$ cat config.mk
export PLATFORM = sky130hd
export DESIGN_NAME = ilk_issue_interlock
export DESIGN_NICKNAME = d
export VERILOG_FILES = /design/src/rtl/ilk_pkg.sv /design/src/rtl/ilk_scoreboard.sv /design/src/rtl/ilk_operand_check.sv /design/src/rtl/ilk_issue_interlock.sv
export SDC_FILE = /design/constraint.sdc
export NUM_CORES = 1
export LEC_CHECK = 0
export ABC_AREA = 1
export BUFFER_PORTS_ARGS = -buffer_cell sky130_fd_sc_hd__buf_2
export CORE_MARGIN = 2
export CORE_UTILIZATION = 36
export DETAILED_ROUTE_END_ITERATION = 10
export PLACE_DENSITY = 0.54
export SLEW_MARGIN = 0
export SYNTH_ARGS = -nofsm -noshare
export SYNTH_HDL_FRONTEND = slang
export SYNTH_SLANG_ARGS = --single-unit
$ cat constraint.sdc
create_clock -name clk -period 5.9 [get_ports clk]
set_input_delay 0.885 -clock clk [delete_from_list [all_inputs] [get_ports clk]]
set_output_delay 0.885 -clock clk [all_outputs]
set_load 0.02 [all_outputs]
$ cat src/rtl/ilk_pkg.sv
// Package: instruction classes and the pairwise producer latency table
// shared by the interlock and its checker.
package ilk_pkg;

    typedef enum logic [2:0] {
        CLS_INT    = 3'd0,
        CLS_FPALU  = 3'd1,
        CLS_LOAD   = 3'd2,
        CLS_STORE  = 3'd3,
        CLS_BRANCH = 3'd4
    } ilk_cls_e;

    // Largest stall a producer can impose; sizes the counters.
    localparam int MAX_LAT = 3;

    // Stall cycles owed to an adjacent consumer reading as an ALU/address input.
    function automatic int lat_alu(ilk_cls_e c);
        case (c)
            CLS_FPALU: return 3;
            CLS_LOAD:  return 1;
            default:   return 0;
        endcase
    endfunction

    // Stall cycles owed to an adjacent store that uses the value as its data.
    function automatic int lat_sdata(ilk_cls_e c);
        case (c)
            CLS_FPALU: return 2;
            default:   return 0;
        endcase
    endfunction

    // Classes that write a destination register.
    function automatic logic writes_dst(ilk_cls_e c);
        return (c == CLS_INT) || (c == CLS_FPALU) || (c == CLS_LOAD);
    endfunction

endpackage

$ cat src/rtl/ilk_scoreboard.sv
// Producer table: one entry per in-flight producer holding its destination,
// class and a down-counter of remaining ALU-use stall cycles. An entry is
// live while its counter is non-zero. Assumes DEPTH >= MAX_LAT so that a
// free entry exists whenever a producer issues (single issue per cycle).
module ilk_scoreboard
    import ilk_pkg::*;
#(
    parameter int REG_W = 6,
    parameter int DEPTH = 4,
    parameter int CNT_W = 2
) (
    input  logic             clk,
    input  logic             rst_n,
    input  logic             alloc_en,
    input  logic             kill_en,
    input  logic [REG_W-1:0] new_dst,
    input  ilk_cls_e         new_cls,
    input  logic [CNT_W-1:0] new_lat,
    output logic [REG_W-1:0] ent_dst [DEPTH],
    output ilk_cls_e         ent_cls [DEPTH],
    output logic [CNT_W-1:0] ent_cnt [DEPTH]
);
    localparam int IDX_W = (DEPTH > 1) ? $clog2(DEPTH) : 1;

    logic [IDX_W-1:0] free_idx;

    // Pick the lowest-numbered idle entry for the next allocation.
    always_comb begin
        logic found;
        found    = 1'b0;
        free_idx = '0;
        for (int i = 0; i < DEPTH; i++) begin
            if (!found && ent_cnt[i] == '0) begin
                free_idx = IDX_W'(i);
                found    = 1'b1;
            end
        end
    end

    for (genvar g = 0; g < DEPTH; g++) begin : g_ent
        // Allocate, retire an older writer of the same register, or count down.
        always_ff @(posedge clk) begin
            if (!rst_n) begin
                ent_cnt[g] <= '0;
                ent_dst[g] <= '0;
                ent_cls[g] <= CLS_INT;
            end else if (alloc_en && free_idx == IDX_W'(g)) begin
                ent_cnt[g] <= new_lat;
                ent_dst[g] <= new_dst;
                ent_cls[g] <= new_cls;
            end else if (kill_en && ent_cnt[g] != '0 && ent_dst[g] == new_dst) begin
                ent_cnt[g] <= '0;
            end else if (ent_cnt[g] != '0) begin
                ent_cnt[g] <= ent_cnt[g] - 1'b1;
            end
        end
    end

endmodule

$ cat src/rtl/ilk_operand_check.sv
// Compares one source operand against every live producer entry and flags a
// hazard when the remaining count still exceeds the slack allowed for this
// kind of use. Assumes register specifier 0 is the hard-wired integer zero.
module ilk_operand_check
    import ilk_pkg::*;
#(
    parameter int REG_W = 6,
    parameter int DEPTH = 4,
    parameter int CNT_W = 2
) (
    input  logic             use_en,
    input  logic             sdata_use,
    input  logic [REG_W-1:0] src,
    input  logic [REG_W-1:0] ent_dst [DEPTH],
    input  ilk_cls_e         ent_cls [DEPTH],
    input  logic [CNT_W-1:0] ent_cnt [DEPTH],
    output logic             hit
);
    // A match needs the full ALU count, or only the count above the store slack.
    always_comb begin
        hit = 1'b0;
        for (int i = 0; i < DEPTH; i++) begin
            if (use_en && src != '0 && ent_cnt[i] != '0 && ent_dst[i] == src) begin
                if (!sdata_use) begin
                    hit = 1'b1;
                end else if (int'(ent_cnt[i]) >
                             (lat_alu(ent_cls[i]) - lat_sdata(ent_cls[i]))) begin
                    hit = 1'b1;
                end
            end
        end
    end

endmodule

$ cat src/rtl/ilk_issue_interlock.sv
// Issue interlock for an in-order single-issue pipeline. Decodes which
// operands the waiting instruction reads and how, checks them against the
// producer table, and holds the instruction until every required gap has
// elapsed. Assumes in_cls carries a legal class code.
module ilk_issue_interlock
    import ilk_pkg::*;
#(
    parameter int REG_W = 6,
    parameter int DEPTH = 4
) (
    input  logic             clk,
    input  logic             rst_n,
    input  logic             in_valid,
    input  logic [2:0]       in_cls,
    input  logic [REG_W-1:0] in_dst,
    input  logic [REG_W-1:0] in_src_a,
    input  logic [REG_W-1:0] in_src_b,
    output logic             stall,
    output logic             issue
);
    localparam int CNT_W  = $clog2(MAX_LAT + 1);
    localparam int N_OPND = 2;

    ilk_cls_e         cls;
    logic [REG_W-1:0] ent_dst [DEPTH];
    ilk_cls_e         ent_cls [DEPTH];
    logic [CNT_W-1:0] ent_cnt [DEPTH];
    logic [REG_W-1:0] op_src  [N_OPND];
    logic             op_en   [N_OPND];
    logic             op_sd   [N_OPND];
    logic             op_hit  [N_OPND];
    logic             kill_en;
    logic             alloc_en;

    assign cls = ilk_cls_e'(in_cls);

    // Operand decode: which sources are read, and whether as store data.
    always_comb begin
        op_src[0] = in_src_a;
        op_en[0]  = in_valid;
        op_sd[0]  = 1'b0;
        op_src[1] = in_src_b;
        op_en[1]  = in_valid && (cls != CLS_LOAD);
        op_sd[1]  = (cls == CLS_STORE);
    end

    for (genvar g = 0; g < N_OPND; g++) begin : g_opnd
        ilk_operand_check #(
            .REG_W (REG_W),
            .DEPTH (DEPTH),
            .CNT_W (CNT_W)
        ) u_chk (
            .use_en    (op_en[g]),
            .sdata_use (op_sd[g]),
            .src       (op_src[g]),
            .ent_dst   (ent_dst),
            .ent_cls   (ent_cls),
            .ent_cnt   (ent_cnt),
            .hit       (op_hit[g])
        );
    end

    // Hold on any operand hazard; otherwise let the instruction go.
    always_comb begin
        stall = 1'b0;
        for (int i = 0; i < N_OPND; i++) stall = stall | op_hit[i];
        issue = in_valid && !stall;
    end

    // Table update: the newest writer of a register replaces older ones.
    always_comb begin
        kill_en  = issue && writes_dst(cls) && (in_dst != '0);
        alloc_en = kill_en && (lat_alu(cls) != 0);
    end

    ilk_scoreboard #(
        .REG_W (REG_W),
        .DEPTH (DEPTH),
        .CNT_W (CNT_W)
    ) u_sb (
        .clk      (clk),
        .rst_n    (rst_n),
        .alloc_en (alloc_en),
        .kill_en  (kill_en),
        .new_dst  (in_dst),
        .new_cls  (cls),
        .new_lat  (CNT_W'(lat_alu(cls))),
        .ent_dst  (ent_dst),
        .ent_cls  (ent_cls),
        .ent_cnt  (ent_cnt)
    );

endmodule

* Word-level counts from Yosys, hierarchy flattened
Cells that the tools add are included.
** Storage, ports and cells
- Output and inout bits :: 2
- Register bits after elaboration :: 44
- Memories :: 0
- Memory bits (read-only) :: 0
- Input bits :: 24
- Word-level logic and storage cells :: 173
- Latch bits :: 0
- RAM bits :: 0
** Operators by class
- $add $sub $neg :: 8
- $lt $le $gt $ge :: 4
- Eq/ne operators :: 27
- Multipliers :: 0
- Divide/modulo/power cells :: 0
- Bitwise logic cells :: 1
- Shifts and indexed selects :: 0
- Reduce and logical (&&, ||, !) cells :: 62
- Muxes and demuxes :: 59
** Operators with widths (count)
- $mux W32 :: 16
- $gt A3 B32 Y1 :: 4
- $sub A32 B32 Y32 :: 4
- $eq A6 B6 Y1 :: 12
- $logic_and A1 B1 Y1 :: 38
- $mux W2 :: 18
- $reduce_bool A32 Y1 :: 1
- $mux W1 :: 20
- $pmux W2 S2 :: 5
- $eq A3 B2 Y1 const B :: 6
- $reduce_bool A6 Y1 :: 3
- $eq A3 B1 Y1 const B :: 5
- $reduce_bool A3 Y1 :: 4
- $logic_not A2 Y1 :: 5
- $reduce_bool A2 Y1 :: 4
- $sub A2 B1 Y2 const B :: 4
- $eq A2 B2 Y1 const B :: 2
- $logic_not A1 Y1 :: 4
- $logic_not A3 Y1 :: 1
- $ne A3 B2 Y1 const B :: 1
- $eq A2 B1 Y1 const B :: 1
- $logic_or A1 B1 Y1 :: 2
- $or A1 B1 Y1 :: 1

* Logic depth before layout (Yosys ltp)
Gate-level depths: netlist (run 1).
- Depth after elaboration :: 29
- Gate-level depth with buffers :: 20
- Depth with buffers taken out :: 19

* Cells and area by module
A second synthesis (run 1) with hierarchy kept.
** Second synthesis, totals
- Cell total of the unflattened synthesis :: 745
- Area total of the unflattened synthesis :: 4082.7 um^2
** By module, submodules not included
- ilk_scoreboard :: cells an instance 340, seq. area each 880.8 um^2, times used 1, area an instance 2243.4 um^2
- ilk_operand_check :: cells an instance 190, seq. area each 0.0 um^2, times used 2, area an instance 860.8 um^2
- ilk_issue_interlock :: cells an instance 25, seq. area each 0.0 um^2, times used 1, area an instance 117.6 um^2

* Worst setup path after synthesis (run 1)
No wires, ideal clock.
- Kind :: register to output
- From :: register u_sb.ent_cls[10] (netlist bit)
- To :: output issue
- Buffers on the path :: 0
- Data arrival time :: 1998 ps
- Path slack :: 3017 ps
- Cell stages (with the launch flop) :: 14
- Data required time :: 5015 ps
- Cells stage by stage :: dfxtp_1 > nor3_1 > inv_1 > ha_1 > ha_1 > inv_1 > nor2_1 > o21ai_0 > nand2_1 > nand3_1 > nand2_1 > o21ai_1 > nand3_2 > inv_1
** On the way
- Word-level cells in the longest chain between the ends :: 21
- Elaborated cells between the ends (all ways) :: 25
- Those cells by class :: add/sub: 1; order compare: 1; eq/ne: 2; mux: 18; bitwise: 1; reduce/logical: 2
** RTL lines
- start: declaration :: line ilk_scoreboard.sv:20 : output ilk_cls_e ent_cls [DEPTH],
- start signal: indexed assignment :: line ilk_scoreboard.sv:50 : ent_cls[g] <= new_cls;
- $eq A3 B2 Y1 or $eq A3 B1 Y1 (tied branches) :: line ilk_pkg.sv:18, ilk_pkg.sv:27
- $pmux W2 S2 or $mux W2 (tied branches) :: line ilk_pkg.sv:18, ilk_pkg.sv:27
- $mux W32 :: line ilk_operand_check.sv:24 : if (!sdata_use) begin
- $mux W32 :: line ilk_operand_check.sv:23 : if (use_en && src != '0 && ent_cnt[i] != '0 && ent_dst[i] == src) begin
- $sub A32 B32 Y32 * :: line ilk_operand_check.sv:27 : (lat_alu(ent_cls[i]) - lat_sdata(ent_cls[i]))) begin
- $gt A3 B32 Y1 * :: line ilk_operand_check.sv:26 : end else if (int'(ent_cnt[i]) >
- $mux W1 * :: line ilk_operand_check.sv:26
- $mux W1 * :: line ilk_operand_check.sv:24
- (+5 left out)
- $mux W1 :: line ilk_operand_check.sv:24
- $mux W1 * :: line ilk_operand_check.sv:23
- $mux W1 :: line ilk_operand_check.sv:26
- $mux W1 :: line ilk_operand_check.sv:24
- $mux W1 * :: line ilk_operand_check.sv:23
- $or A1 B1 Y1 * :: line ilk_issue_interlock.sv:66 : for (int i = 0; i < N_OPND; i++) stall = stall | op_hit[i];
- $logic_not A1 Y1 * :: line ilk_issue_interlock.sv:67 : issue = in_valid && !stall;
- $logic_and A1 B1 Y1 * :: line ilk_issue_interlock.sv:67
- end: declaration :: line ilk_issue_interlock.sv:19 : output logic issue
Mark *: on every way between the ends. The rest lies on a longest branch, timed or not. The select of a mux whose other input is x is not followed.

* Final worst setup path (run 1)
- From :: register u_sb.ent_cls[9] (netlist bit)
- To :: output issue
The elaborated chain is that of the path after synthesis.

==> impl_results.md, run 1 <==
* Netlist cell types at 35
* Final worst-path cycle share at 0.604
* WL/cell at 15.1 microns
* CP Launch Type: register
* Max-slew violations at 0
* Hold Fails Final Rpt at 0
* Crit Path Class: reg2out
* Cts hold-fix bufs at 0
* Post-CTS sizing at 0
* Outcome: complete, no violations
* First-pass GRT wire length at 17.5 mm
* Clk_lat worst skew at 300 ps
* Die height at 100 microns
* Final wirelength at 10.7 mm
* RePlAce Congestion at 0.974
* Fin crit period at 3570 ps
* Finish-stage setup viols at 0
* Detail Route Antenna Nets at 0
* Worst-Margin Slew at 657 ps
* Top-Level Pins at 26
* CTS Root Cell: clkbuf_8
* Crit path top cell by count: inv_1
* Main synth FF type: dfxtp_1
* Maximum vdd ir drop at 0.000113 V
* Post-Syn Area at 3350 sq um
* Vias in the first global route at 3423
* DR pass1 iterations at 4
* HP Class: reg2reg
* CP arrival at 2680 ps
* Fin Hold WS at 446 ps
* Setup TNS at 0 ps
* Via count at 3588
* Initial antenna violation count at 0
* Warnings from Yosys at 0
* TritonCTS clock tree: done
* Final WS setup at 2330 ps
* Highest cell delay on the worst timing path at 330 ps
* CTS sink cnt at 44
* Mean Syn Cell Area at 5.81 sq um
* # DRC at 0
* Nets@finish at 630
* # diodes at 0
* Critical path required time at 5020 ps
* Gr usage total at 0.220
* Core Util, Final at 0.396
* Max Buffers Root-to-Sink at 2
* Routed vias/inst at 5.09
* Die Span X at 100 microns
* Layout cells sized above 1 at 0.0943
* Pwr dens at 270 nW/um^2
* Synthesis-stage register bit count at 44
* Htree depth at 2
* Port Buffers at 25
* Critical Path Sink Type: primary output
* Max Freq at 280 MHz
* Crit path cell chain: inv_1 -> nor3_1 -> inv_1 -> ha_1 -> ha_1 -> inv_1 -> nor2_1 -> o21ai_0 -> nand2_1 -> nand3_1 -> nand2_1 -> o21ai_1 -> nand3_2 -> inv_1 -> buf_2
* Critical path fanouts, max at 2
* Post-placement worst setup slack at 2500 ps
* Placed cells at 697
* Initial Util at 0.367
* Die ar. at 10100 sq um
* Number of synthesized flops with an enable pin at 0
* Final non-filler cell total at 705
* Post-DP HPWL at 8.12 mm
* Asr flop ratio synth at 0
* Sequential area share after synthesis at 0.263
* Cells after Synth at 576
* Core box area at 9110 sq um
* Initial drt markers at 196
* Max-cap viol count at 0
* Unrepaired setup endpoints after global routing: false
* CTS Buf Count at 5
* Largest net degree at the start of global routing at 37
* Worst Skew at 7.55 ps
* Row Count at 35
* Post-CTS Setup Bufs at 0
* Top cell type's share of synthesized area at 0.263
* Cell taking the most area after synthesis: dfxtp_1
* P_leak at 1.74 nW
* Synth-to-Final Area Change at 7.78%
* Gr ovfl total at 0
* Worst-path clk slew at 80 ps
* Top post-synthesis cells by area: dfxtp_1 26%, nand2_1 18%, nor2_1 12%
* Max-slew headroom at 0.562
* CP max-delay cell: dfxtp_1
-- placed cells by master (no fill, tap or decap), types with 2 or more instances in the layout --
master / count
dfxtp_1: 44
nor4_1: 3
nor2_1: 111
clkbuf_1: 2
nor3_1: 3
clkbuf_8: 6
inv_1: 78
o21ai_1: 27
o21a_1: 3
nand4_1: 5
xor2_1: 2
nand2_1: 162
inv_2: 10
ha_1: 13
o2111ai_1: 2
a21oi_1: 23
nand3b_1: 2
nand2_2: 2
xnor2_1: 8
nand3_2: 5
o22ai_1: 11
conb_1: 3
nand3_1: 23
o21ai_2: 3
o21ai_0: 8
a221oi_1: 2
buf_2: 25
nor2_2: 2
-- state kept, by name (all words and copies together), names as in the netlist --
signal,count
u_sb.ent_cnt,8
u_sb.ent_dst,24
u_sb.ent_cls,12
-- through the flow --
stage               power [mW]  area [sq um]
finish                   0.973          3610
global placement         0.768          3520
global route              1.07          3610
floorplan                0.671          3350
detailed placement       0.779          3520
CTS                      0.984          3610
-- kinds of logic after synthesis --
family | Yosys count | synth area share
adder cells (fa/ha/maj) | 13 | 0.0486
AND/OR/NAND/NOR | 319 | 0.390
AO/OA/AOI/OAI | 82 | 0.139
buffers and inverters | 107 | 0.132
flip-flops | 44 | 0.263
other | 1 | 0.00112
XOR/XNOR | 10 | 0.0262
-- area by class of cell --
type                    count  area (sq um)
repair buffers             25           125
clock buffers               8          90.1
flip-flops and latches     44           881
inverters                  90           339
multi-input cells         427          2030
well taps                 111           139
fillers                  1036          5500
-- layer usage --
| metal | GRT usage | share of wire | vias to the layer above |
|---|---|---|---|
| met4 | 0.0590 | 0.020 | 0 |
| met2 | 0.361 | 0.44 | 111 |
| li1 | - | - | 1834 |
| met3 | 0.0258 | 0.056 | 19 |
| met1 | 0.306 | 0.48 | 1624 |
| met5 | 0 | 0 | - |
-- Yosys cell counts, types with 4 or more instances --
library cell	number
inv_1	78
o21ai_1	27
nand3_2	5
nand3_1	23
nand4_1	5
xnor2_1	8
buf_6	4
o22ai_1	11
ha_1	13
clkbuf_1	9
nand2_1	162
dfxtp_1	44
nor2_1	111
a21oi_1	23
inv_2	10
o21ai_0	8
-- critical path, delay by kind of cell, from the launching register on --
kind | cells | cell delay, ps
buffers and inverters | 5 | 460
AND/OR/NAND/NOR | 6 | 630
AO/OA/AOI/OAI | 2 | 350
flip-flops | 1 | 330
adder cells (fa/ha/maj) | 2 | 610
-- path summary, 6_finish.rpt --
| path | start | endpoint | slack, ps | cells after the start |
|---|---|---|---|---|
| setup / recovery | u_sb.ent_cls[9]$_SDFFE_PN0P_ | issue | 2330 | 15 |
| hold reg to reg | u_sb.ent_cls[2]$_SDFFE_PN0P_ | u_sb.ent_cls[2]$_SDFFE_PN0P_ | 450 | 2 |
| setup reg to reg | u_sb.ent_cls[9]$_SDFFE_PN0P_ | u_sb.ent_cnt[1]$_SDFFE_PN0P_ | 2520 | 19 |
| hold / removal | u_sb.ent_cls[2]$_SDFFE_PN0P_ | u_sb.ent_cls[2]$_SDFFE_PN0P_ | 450 | 2 |
-- power breakdown --
group / leakage, nW / total [mW] / switching, mW / internal (mW)
Clock: 0.0455 / 0.201 / 0.105 / 0.0958
Sequential: 0.356 / 0.348 / 0.0214 / 0.326
Combinational: 1.33 / 0.424 / 0.272 / 0.152
Total: 1.74 / 0.973 / 0.399 / 0.574
No activity file was read; power rests on OpenSTA's default activity.
==> inputs of run 2 (changes only) <==
--- a/config.mk
+++ b/config.mk
@@ -10,7 +10,7 @@
 export CORE_MARGIN = 2
 export CORE_UTILIZATION = 36
 export DETAILED_ROUTE_END_ITERATION = 10
-export PLACE_DENSITY = 0.54
+export PLACE_DENSITY = 0.56
 export SLEW_MARGIN = 0
 export SYNTH_ARGS = -nofsm -noshare
 export SYNTH_HDL_FRONTEND = slang
==> constraint.sdc (replaced) <==
create_clock -name clk -period 3.1 [get_ports clk]
set_input_delay 0.465 -clock clk [delete_from_list [all_inputs] [get_ports clk]]
set_output_delay 0.465 -clock clk [all_outputs]
set_load 0.02 [all_outputs]
==> run 2 against run 1 <==
Cell area increased by 2.9%. Critical endpoint unchanged. Highest routed layer unchanged. Clock power grew 96%. Worst setup slack got worse by 2100 ps. Non-clock buffer count rose by 5. Die area unchanged. Critical path type unchanged. Largest cell class unchanged. Critical path depth stayed put.
==> impl_results.md, run 2 (synthesis results as in run 1) <==
* Setup TNS at 0 ps (unchanged)
* CP Launch Type: register
* Outcome: complete, no violations
* P_leak at 1.77 nW (+1.9%)
* Met1 Track Usage GR at 0.316 (+0.00992)
* RePlAce Congestion at 0.964 (-0.99%)
* Htree depth at 2 (unchanged)
* Top-Level Pins at 26 (unchanged)
* Critical Path Sink Type: primary output
* Commonest non-fill, non-tap cell in the layout: nand2_1
* Layout cells sized above 1 at 0.112 (+0.0178)
* Max-cap viol count at 0 (unchanged)
* Crit-path leading delay family: simple AND/OR/NAND/NOR gates
* Row Count at 35 (unchanged)
* Total power at 1.89 mW (+95%)
* TritonCTS clock tree: done
* Placed cell area at 3540 sq um (+0.64%)
* Cts hold-fix bufs at 0 (unchanged)
* Maximum vdd ir drop at 0.000316 V (+180%)
* Largest net degree at the start of global routing at 37 (unchanged)
* DR pass1 iterations at 5 (+1)
* Die ar. at 10100 sq um (unchanged)
* Max-slew violations at 0 (unchanged)
* Finish-stage setup viols at 0 (unchanged)
* Reg2reg path depth at 21 (+2)
* GR met2 Demand/Resource at 0.341 (-0.0201)
* Critical path required time at 2630 ps (-2390 ps)
* Critical path fanouts, max at 2 (unchanged)
* Core Util, Final at 0.407 (+0.0114)
* CTS Buf Count at 5 (unchanged)
* Detail Route Antenna Nets at 0 (unchanged)
* Met3 GRT Util at 0.0286 (+0.00279)
* Die height at 100 microns (unchanged)
* Vias in the first global route at 3465 (+1.2%)
* Pwr dens at 510 nW/um^2 (+89%)
* Max Buffers Root-to-Sink at 2 (unchanged)
* First-pass GRT wire length at 17.5 mm (+0.24%)
* Placed cells at 700 (+0.43%)
* Unrepaired setup endpoints after global routing: false
* Initial Util at 0.367 (unchanged)
* Fill cell count at 1032 (-0.39%)
* # DRC at 0 (unchanged)
* CTS Root Cell: clkbuf_8
* Clk_lat worst skew at 300 ps (about the same)
* Largest registers: u_sb.ent_dst: 24 flops, u_sb.ent_cls: 12 flops, u_sb.ent_cnt: 8 flops
* Worst Skew at 8.45 ps (+0.902 ps)
* Nets@finish at 635 (+0.79%)
* Highest-count cells in the layout ignoring fill and taps: 162 x nand2_1, 111 x nor2_1, 77 x inv_1
* WL/cell at 15.2 microns (+0.32%)
* Worst-path clk slew at 80 ps (about the same)
* CTS sink cnt at 44 (unchanged)
* Crit path cell chain: inv_1 -> nor3_2 -> inv_1 -> ha_1 -> ha_1 -> inv_1 -> nor2_1 -> o21ai_1 -> nand2_1 -> nand3_2 -> nand2_1 -> o21ai_2 -> nand3_2 -> inv_2 -> buf_4
* HP Class: reg2reg
* Initial drt markers at 264 (+35%)
* Largest register FFs at 24 (unchanged)
* Core box area at 9110 sq um (unchanged)
* CP arrival at 2430 ps (-250 ps)
* Crit path top cell by count: inv_1
* Most flops, register: u_sb.ent_dst
* Hold path depth at 2 (unchanged)
* Crit path depth at 15 (unchanged)
* Routed vias/inst at 5.21 (+2.3%)
* Fin crit period at 2900 ps
* Initial antenna violation count at 0 (unchanged)
* Port Buffers at 25 (unchanged)
* # diodes at 0 (unchanged)
* Gr usage total at 0.222 (+0.00236)
* Via count at 3692 (+2.9%)
* Final instance area at 3710 sq um (+2.9%)
* CP max-delay cell: dfxtp_2
* Crit Path Class: reg2out
* Post-DP HPWL at 8.12 mm (about the same)
* Die Span X at 100 microns (unchanged)
* Synth-to-Final Area Change at 10.9%
* Grt peak-use layer: met2
* Max Freq at 345 MHz
* Final wirelength at 10.7 mm (+0.89%)
* Highest cell delay on the worst timing path at 330 ps (about the same)
* Max-slew headroom at 0.602 (+0.0402)
* Final non-filler cell total at 709 (+0.57%)
* Final worst-path cycle share at 0.935
* Hold Fails Final Rpt at 0 (unchanged)
* CP Buf/Inv Count at 5 (unchanged)
* Gr ovfl total at 0 (unchanged)
* Worst-Margin Slew at 597 ps (-60.3 ps)
-- run 2: repair_timing --
action,4_1_cts,5_1_grt
hold endpoints to repair,0,0
gates resized for setup,0,11
buffers inserted,0,2
endpoints found under the setup margin,0,46
-- run 2: path summary, 6_finish.rpt --
check	from	to	slack, ps
worst max register to register	u_sb.ent_cls[9]$_SDFFE_PN0P_	u_sb.ent_cnt[6]$_SDFFE_PN0P_	270
worst min register to register	u_sb.ent_cls[8]$_SDFFE_PN0P_	u_sb.ent_cls[8]$_SDFFE_PN0P_	450
worst max-delay path	u_sb.ent_cls[9]$_SDFFE_PN0P_	issue	200
worst min-delay path	u_sb.ent_cls[8]$_SDFFE_PN0P_	u_sb.ent_cls[8]$_SDFFE_PN0P_	450
-- run 2: routing by layer --
layer  part of all wire  vias to the layer above
met5                  0                        -
met2               0.43                      173
met1               0.46                     1655
met4              0.028                        0
li1                   -                     1836
met3              0.085                       28
-- run 2: cell type report --
| class | count | area [sq um] | share of cell area |
|---|---|---|---|
| Tap cell | 111 | 139 | 0.0374 |
| Clock buffer | 7 | 96.3 | 0.0260 |
| Inverter | 90 | 339 | 0.0914 |
| Timing Repair Buffer | 30 | 178 | 0.0479 |
| Sequential cell | 44 | 882 | 0.238 |
| Multi-Input combinational cell | 427 | 2080 | 0.560 |
-- run 2: worst register-to-register path, stage by stage, from the launching register on --
cell,delay (ps)
dfxtp_2,330
inv_1,50
nor3_2,200
inv_1,80
ha_1,280
ha_1,290
inv_1,60
nor2_1,30
o21ai_1,100
nand2_1,100
nand3_2,80
nand2_1,60
o21ai_2,140
nand3_2,140
nor2_4,160
buf_12,130
buf_4,130
nand2_1,110
nand3_1,100
nand3_1,60
nand2_1,70
inv_1,40
-- run 2: through the flow --
step / setup WS, ps / hold WS (ps)
detailed placement: 133 / 434
floorplan: 506 / 417
global route: 0.301 / 458
global placement: 231 / 434
CTS: 35.9 / 447
finish: 201 / 445
-- run 2: power by group --
group          switching [mW]  total [mW]  internal [mW]
sequential             0.0427       0.664          0.622
clock                   0.196       0.394          0.199
combinational           0.539       0.836          0.297
total                   0.777        1.89           1.12
